[config.mk]
export PLATFORM = sky130hd
export DESIGN_NAME = cke_pwr_tracker
export DESIGN_NICKNAME = d
export VERILOG_FILES = /design/src/rtl/cke_pwr_pkg.sv /design/src/rtl/cke_hold_mon.sv /design/src/rtl/pwr_state_fsm.sv /design/src/rtl/srx_window_mon.sv /design/src/rtl/cke_pwr_tracker.sv
export SDC_FILE = /design/constraint.sdc
export NUM_CORES = 1
export LEC_CHECK = 0
export BUFFER_PORTS_ARGS = -buffer_cell sky130_fd_sc_hd__buf_2
export CORE_MARGIN = 5
export CORE_UTILIZATION = 45
export CTS_CLUSTER_DIAMETER = 50
export CTS_CLUSTER_SIZE = 8
export DETAILED_ROUTE_END_ITERATION = 7
export PLACE_DENSITY = 0.74
export SYNTH_ARGS = -nofsm -noshare
export SYNTH_HDL_FRONTEND = slang
export SYNTH_SLANG_ARGS = --single-unit
[constraint.sdc]
create_clock -name clk_i -period 1.67 [get_ports clk_i]
set_input_delay 0.0835 -clock clk_i [delete_from_list [all_inputs] [get_ports clk_i]]
set_output_delay 0.0835 -clock clk_i [all_outputs]
set_load 0.01 [all_outputs]
[src/rtl/cke_pwr_pkg.sv]
package cke_pwr_pkg;

    localparam logic [2:0] CMD_DESL    = 3'd0;
    localparam logic [2:0] CMD_NOP     = 3'd1;
    localparam logic [2:0] CMD_REFRESH = 3'd2;
    localparam logic [2:0] CMD_READ    = 3'd3;

    typedef enum logic [1:0] {
        PS_NORMAL   = 2'b00,
        PS_ACT_PD   = 2'b01,
        PS_PRE_PD   = 2'b10,
        PS_SELF_REF = 2'b11
    } pstate_e;

    typedef struct packed {
        logic hold;
        logic entry;
        logic sre;
        logic exit_cmd;
        logic xs_cmd;
        logic xs_read;
    } viol_t;

    function automatic logic is_quiet(input logic [2:0] cmd);
        return (cmd == CMD_DESL) || (cmd == CMD_NOP);
    endfunction

endpackage

[src/rtl/cke_hold_mon.sv]
module cke_hold_mon
    import cke_pwr_pkg::*;
#(
    parameter int unsigned TCKE = 3
) (
    input  logic clk_i,
    input  logic rst_ni,
    input  logic cke_i,
    output logic cke_prev_o,
    output logic hold_bad_o
);

    localparam int unsigned RUN_W = $clog2(TCKE + 1);
    localparam logic [RUN_W-1:0] RUN_MIN = RUN_W'(TCKE);

    typedef struct packed {
        logic             prev;
        logic [RUN_W-1:0] run;
    } hold_st_t;

    hold_st_t st_d, st_q;

    always_comb begin
        st_d       = st_q;
        hold_bad_o = 1'b0;
        if (cke_i != st_q.prev) begin
            hold_bad_o = (st_q.run < RUN_MIN);
            st_d.run   = RUN_W'(1);
        end else if (st_q.run < RUN_MIN) begin
            st_d.run = st_q.run + 1'b1;
        end
        st_d.prev = cke_i;
    end

    always_ff @(posedge clk_i) begin
        if (!rst_ni) begin
            st_q <= '{prev: 1'b1, run: RUN_MIN};
        end else begin
            st_q <= st_d;
        end
    end

    assign cke_prev_o = st_q.prev;

endmodule

[src/rtl/pwr_state_fsm.sv]
module pwr_state_fsm
    import cke_pwr_pkg::*;
(
    input  logic       clk_i,
    input  logic       rst_ni,
    input  logic       cke_prev_i,
    input  logic       cke_i,
    input  logic [2:0] cmd_i,
    input  logic       all_idle_i,
    input  logic       busy_i,
    output pstate_e    state_o,
    output logic       sr_exit_o,
    output logic       exit_bad_o,
    output logic       entry_bad_o,
    output logic       sre_bad_o
);

    typedef struct packed {
        pstate_e ps;
    } fsm_st_t;

    fsm_st_t st_d, st_q;
    logic    quiet;

    always_comb begin
        quiet       = is_quiet(cmd_i);
        st_d        = st_q;
        sr_exit_o   = 1'b0;
        exit_bad_o  = 1'b0;
        entry_bad_o = 1'b0;
        sre_bad_o   = 1'b0;
        unique case (st_q.ps)
            PS_NORMAL: begin
                if (cke_prev_i && !cke_i) begin
                    if (quiet) begin
                        st_d.ps = all_idle_i ? PS_PRE_PD : PS_ACT_PD;
                    end else if (cmd_i == CMD_REFRESH) begin
                        if (all_idle_i && !busy_i) begin
                            st_d.ps = PS_SELF_REF;
                        end else begin
                            sre_bad_o = 1'b1;
                        end
                    end else begin
                        entry_bad_o = 1'b1;
                    end
                end
            end
            default: begin
                if (cke_i) begin
                    st_d.ps    = PS_NORMAL;
                    exit_bad_o = !quiet;
                    sr_exit_o  = (st_q.ps == PS_SELF_REF);
                end
            end
        endcase
    end

    always_ff @(posedge clk_i) begin
        if (!rst_ni) begin
            st_q <= '{ps: PS_NORMAL};
        end else begin
            st_q <= st_d;
        end
    end

    assign state_o = st_q.ps;

endmodule

[src/rtl/srx_window_mon.sv]
module srx_window_mon
    import cke_pwr_pkg::*;
#(
    parameter int unsigned TXS    = 5,
    parameter int unsigned TXSDLL = 512
) (
    input  logic       clk_i,
    input  logic       rst_ni,
    input  logic       sr_exit_i,
    input  logic       cke_prev_i,
    input  logic       cke_i,
    input  logic [2:0] cmd_i,
    output logic       xs_bad_o,
    output logic       read_bad_o
);

    localparam int unsigned OFS_W = $clog2(TXSDLL + 1);
    localparam logic [OFS_W-1:0] OFS_XS  = OFS_W'(TXS);
    localparam logic [OFS_W-1:0] OFS_DLL = OFS_W'(TXSDLL);

    typedef struct packed {
        logic             active;
        logic [OFS_W-1:0] ofs;
    } win_st_t;

    win_st_t          st_d, st_q;
    logic             judged;
    logic [OFS_W-1:0] ofs_nxt;

    always_comb begin
        st_d       = st_q;
        judged     = st_q.active && cke_prev_i && cke_i;
        xs_bad_o   = judged && (st_q.ofs < OFS_XS) && !is_quiet(cmd_i);
        read_bad_o = judged && (st_q.ofs < OFS_DLL) && (cmd_i == CMD_READ);
        ofs_nxt    = st_q.ofs + 1'b1;
        if (sr_exit_i) begin
            st_d.active = 1'b1;
            st_d.ofs    = OFS_W'(1);
        end else if (st_q.active) begin
            if (!cke_i) begin
                st_d.active = 1'b0;
            end else begin
                st_d.ofs = ofs_nxt;
                if (ofs_nxt >= OFS_DLL) begin
                    st_d.active = 1'b0;
                end
            end
        end
    end

    always_ff @(posedge clk_i) begin
        if (!rst_ni) begin
            st_q <= '{active: 1'b0, ofs: '0};
        end else begin
            st_q <= st_d;
        end
    end

endmodule

[src/rtl/cke_pwr_tracker.sv]
module cke_pwr_tracker
    import cke_pwr_pkg::*;
#(
    parameter int unsigned TCKE   = 3,
    parameter int unsigned TXS    = 5,
    parameter int unsigned TXSDLL = 512
) (
    input  logic       clk_i,
    input  logic       rst_ni,
    input  logic       cke_i,
    input  logic [2:0] cmd_i,
    input  logic       all_idle_i,
    input  logic       busy_i,
    output logic [1:0] pwr_state_o,
    output logic       viol_hold_o,
    output logic       viol_entry_o,
    output logic       viol_sre_o,
    output logic       viol_exit_o,
    output logic       viol_xs_o,
    output logic       viol_read_o
);

    logic    cke_prev;
    logic    sr_exit;
    pstate_e state;
    viol_t   hits;
    viol_t   flags_d, flags_q;

    cke_hold_mon #(.TCKE(TCKE)) i_hold (
        .clk_i      (clk_i),
        .rst_ni     (rst_ni),
        .cke_i      (cke_i),
        .cke_prev_o (cke_prev),
        .hold_bad_o (hits.hold)
    );

    pwr_state_fsm i_fsm (
        .clk_i       (clk_i),
        .rst_ni      (rst_ni),
        .cke_prev_i  (cke_prev),
        .cke_i       (cke_i),
        .cmd_i       (cmd_i),
        .all_idle_i  (all_idle_i),
        .busy_i      (busy_i),
        .state_o     (state),
        .sr_exit_o   (sr_exit),
        .exit_bad_o  (hits.exit_cmd),
        .entry_bad_o (hits.entry),
        .sre_bad_o   (hits.sre)
    );

    srx_window_mon #(.TXS(TXS), .TXSDLL(TXSDLL)) i_win (
        .clk_i      (clk_i),
        .rst_ni     (rst_ni),
        .sr_exit_i  (sr_exit),
        .cke_prev_i (cke_prev),
        .cke_i      (cke_i),
        .cmd_i      (cmd_i),
        .xs_bad_o   (hits.xs_cmd),
        .read_bad_o (hits.xs_read)
    );

    always_comb begin
        flags_d = flags_q | hits;
    end

    always_ff @(posedge clk_i) begin
        if (!rst_ni) begin
            flags_q <= '0;
        end else begin
            flags_q <= flags_d;
        end
    end

    assign pwr_state_o  = state;
    assign viol_hold_o  = flags_q.hold;
    assign viol_entry_o = flags_q.entry;
    assign viol_sre_o   = flags_q.sre;
    assign viol_exit_o  = flags_q.exit_cmd;
    assign viol_xs_o    = flags_q.xs_cmd;
    assign viol_read_o  = flags_q.xs_read;

endmodule

==> flow_summary.toml <==
[cts]
insertion_delay_ns = 0.29
clock_path_buffers = 2
clock-sinks = 22
cts_tree = "done"
root_buffer = "clkbuf_4"
cts_setup_buffers = 0
clk_pin_slew_worst_paths_ns = 0.12
cts_buffers = 3
cts_hold_buf = 0
htree_levels = 1
postCtsResizedCells = 0

[timing]
setup_viol = 0
hold_viol_final = 0
fin_crit_sh = 0.787
timing.hold.ws_ns = 0.0943
fmaxAchievable_ghz = 0.761
tns_ns = 0
grt_setup_unrepaired = "false"
fin_ws_ns = 0.356
min_period_ns = 1.31
tightestPinTransition_ns = 0.353
slew_headroom = 0.759
drv_slew = 0
fin_skew_ns = 0.00286

[hold_path]
hp-class = "input port to flop"
min_to = "i_hold.cke_prev_o"
hold_start = "rst_ni"
hold_path_depth = 2

[global_route]
grt_pass1_vias = 854
grt_pass1_wl_um = 3590
grt_max_degree = 17
grt_overflow = 0
antenna_found_initial = 0
track_usage = 0.136

[synth]
synth_fa_ha_area_frac = 0.0501
yosys_register_bits = 22
synth_top_family_by_area = "simple AND/OR/NAND/NOR gates"
yosysTopAreaCell = "dfxtp_1"
yosys.area_share.simple = 0.249
synth_area_leaders = "dfxtp_1 44%, ha_1 5.0%, nand3_1 4.5%"
synth_compound_area_frac = 0.146
syn-num-nets = 127
netlist-cell-type-count = 30
synth-xor-area-share = 0.0701
syn_area_um2 = 1000
synthMuxAreaShare = 0.0100
syn_area_per_cell_um2 = 8.69
synth_top_area_frac = 0.441
yosysSeqAreaShare = 0.441
syn_inst = 115
ys_warn_count = 0

[setup_path]
crit_type = "flop to flop"
worst_ep_arrival_time_ns = 1.56
ff2ff_setup_slack_ns = 0.36
path_max_fanout = 7
cp.required_ns = 1.92
r2r-end = "i_win.st_q[10]"
worstSetupStartpointType = "flop"
endpoint_kind = "flop"
rr_startpoint = "i_win.st_q[5]"
reg2regPathDepth = 4

[detailed_routing]
top_layer = "met4"
met2_length_um = 897
wl_met3_um = 100
wirelength_um = 1980
wirelength_met1_um = 954
num_vias = 872
drt-vias-per-instance = 5.45
drc = 0
dr.first_iter.drc_count = 15
antenna_left = 0
routed_wire_length_per_instance_um = 12.4
firstDrtPassIters = 4

[job]
maxCapViolCount = 0

[placed_design]
io_buffer_count = 15
gp_congestion = 0.879
pre_cts_ws_ns = 0.387
dpl.hpwl_um = 1540
placed_cells = 156

[status]
status = "finished clean"

[power]
finalPower_mw = 0.924
power_leakage_nw = 0.453
ir_drop_v = 0.000575
powerDensity_nw_per_um2 = 811

[cells_and_area]
area_growth_pct = 13.9
drive_above_1_share = 0.152
stdcell_count = 160
antennaDiodeCount = 0
layout.nets = 145
n_fill_cell = 226

[floorplanning]
num_rows = 17
initial_utilization = 0.461
dieArea_um2 = 3260
die_w_um = 57.1
boundaryPins = 16
core_um2 = 2170
fp.dieH_um = 57.1
## sequential cells by signal, indices dropped and copies added (netlist names)
name,cells
i_win.st_q,11
i_fsm.state_o,2
viol_entry_o,1
viol_xs_o,1
i_hold.st_q,2
viol_hold_o,1
viol_read_o,1
viol_sre_o,1
viol_exit_o,1
i_hold.cke_prev_o,1
## worst max-delay path, stage by stage, from the launching register on
cell,delay [ns]
dfxtp_1,0.47
nand4_2,0.14
o31a_1,0.32
o31ai_1,0.19
and2_1,0.15
## layout by cell type (no fill, tap or decap), types with 2 or more instances in the layout
master,n
dfxtp_1,22
buf_2,15
nand2_1,11
nor2_1,10
nand3_1,9
inv_1,7
o21ai_0,5
nor3_1,5
xnor2_1,5
o21a_1,5
a21oi_1,4
ha_1,4
xor2_1,3
clkbuf_4,3
nand4_1,2
and2_1,2
nor4_1,2
o31ai_1,2
or3_1,2
a2111oi_0,2
## cells in the mapped netlist
| cell type | number |
|---|---|
| o31a_1 | 1 |
| o21ai_0 | 5 |
| inv_1 | 7 |
| nor2_1 | 10 |
| nor2b_1 | 1 |
| nand3b_1 | 1 |
| a211o_1 | 1 |
| nand4_2 | 1 |
| xnor2_1 | 5 |
| nor3b_1 | 1 |
| a21oi_1 | 4 |
| mux2i_1 | 1 |
| dfxtp_1 | 22 |
| nor4_1 | 2 |
| a2111oi_0 | 2 |
| xor2_1 | 3 |
| o31ai_1 | 2 |
| nand2_1 | 11 |
| or3_1 | 2 |
| nand2b_1 | 1 |
| and2_1 | 2 |
| a31oi_1 | 1 |
| and4b_1 | 1 |
| o21a_1 | 5 |
| nor3_1 | 5 |
| ha_1 | 4 |
| a21boi_0 | 1 |
| clkbuf_1 | 2 |
| nand4_1 | 2 |
| nand3_1 | 9 |
## metrics by stage
stage | util | cell area (um^2)
floorplan | - | 1000
global placement | 0.508 | 1100
detailed placement | 0.508 | 1100
CTS | 0.525 | 1140
global route | 0.525 | 1140
finish | 0.525 | 1140
## cell families after synthesis
family	after synthesis
mux	1
xor+xnor	8
fa+ha+maj	4
buf+inv	9
simple gates	49
flops	22
compound gates	22
## power breakdown
group / internal (mW) / leakage (nW) / switching (mW)
clock network: 0.133 / 0.0210 / 0.153
logic: 0.0392 / 0.254 / 0.0494
registers: 0.541 / 0.179 / 0.00905
total: 0.712 / 0.453 / 0.211
## worst max path at each step
stage	slack, ns	from	depth (start not counted)	end
2_1_floorplan	0.49	i_win.st_q[0]	6	viol_xs_o
3_3_place_gp	0.42	i_win.st_q[0]	6	viol_xs_o
3_5_place_dp	0.39	i_win.st_q[5]	4	i_win.st_q[10]
4_1_cts	0.36	i_win.st_q[5]	4	i_win.st_q[10]
5_1_grt	0.19	i_win.st_q[0]	6	viol_xs_o
6_report	0.36	i_win.st_q[5]	4	i_win.st_q[10]
## layer usage
layer,vias to the layer above,GRT usage
li1,439,-
met1,411,0.163
met2,20,0.241
met3,2,0.0226
met4,0,0.0497
met5,-,0
## final cells by class
type	count	area (um^2)	share of cell area
multi-input combinational	84	526	0.462
clock buffer	4	36.3	0.0319
sequential	22	440	0.387
inverter	7	26.3	0.0231
tap	28	35.0	0.0308
timing repair buffer	15	75.1	0.0659
Note: power is estimated with default switching activity, not from simulation.
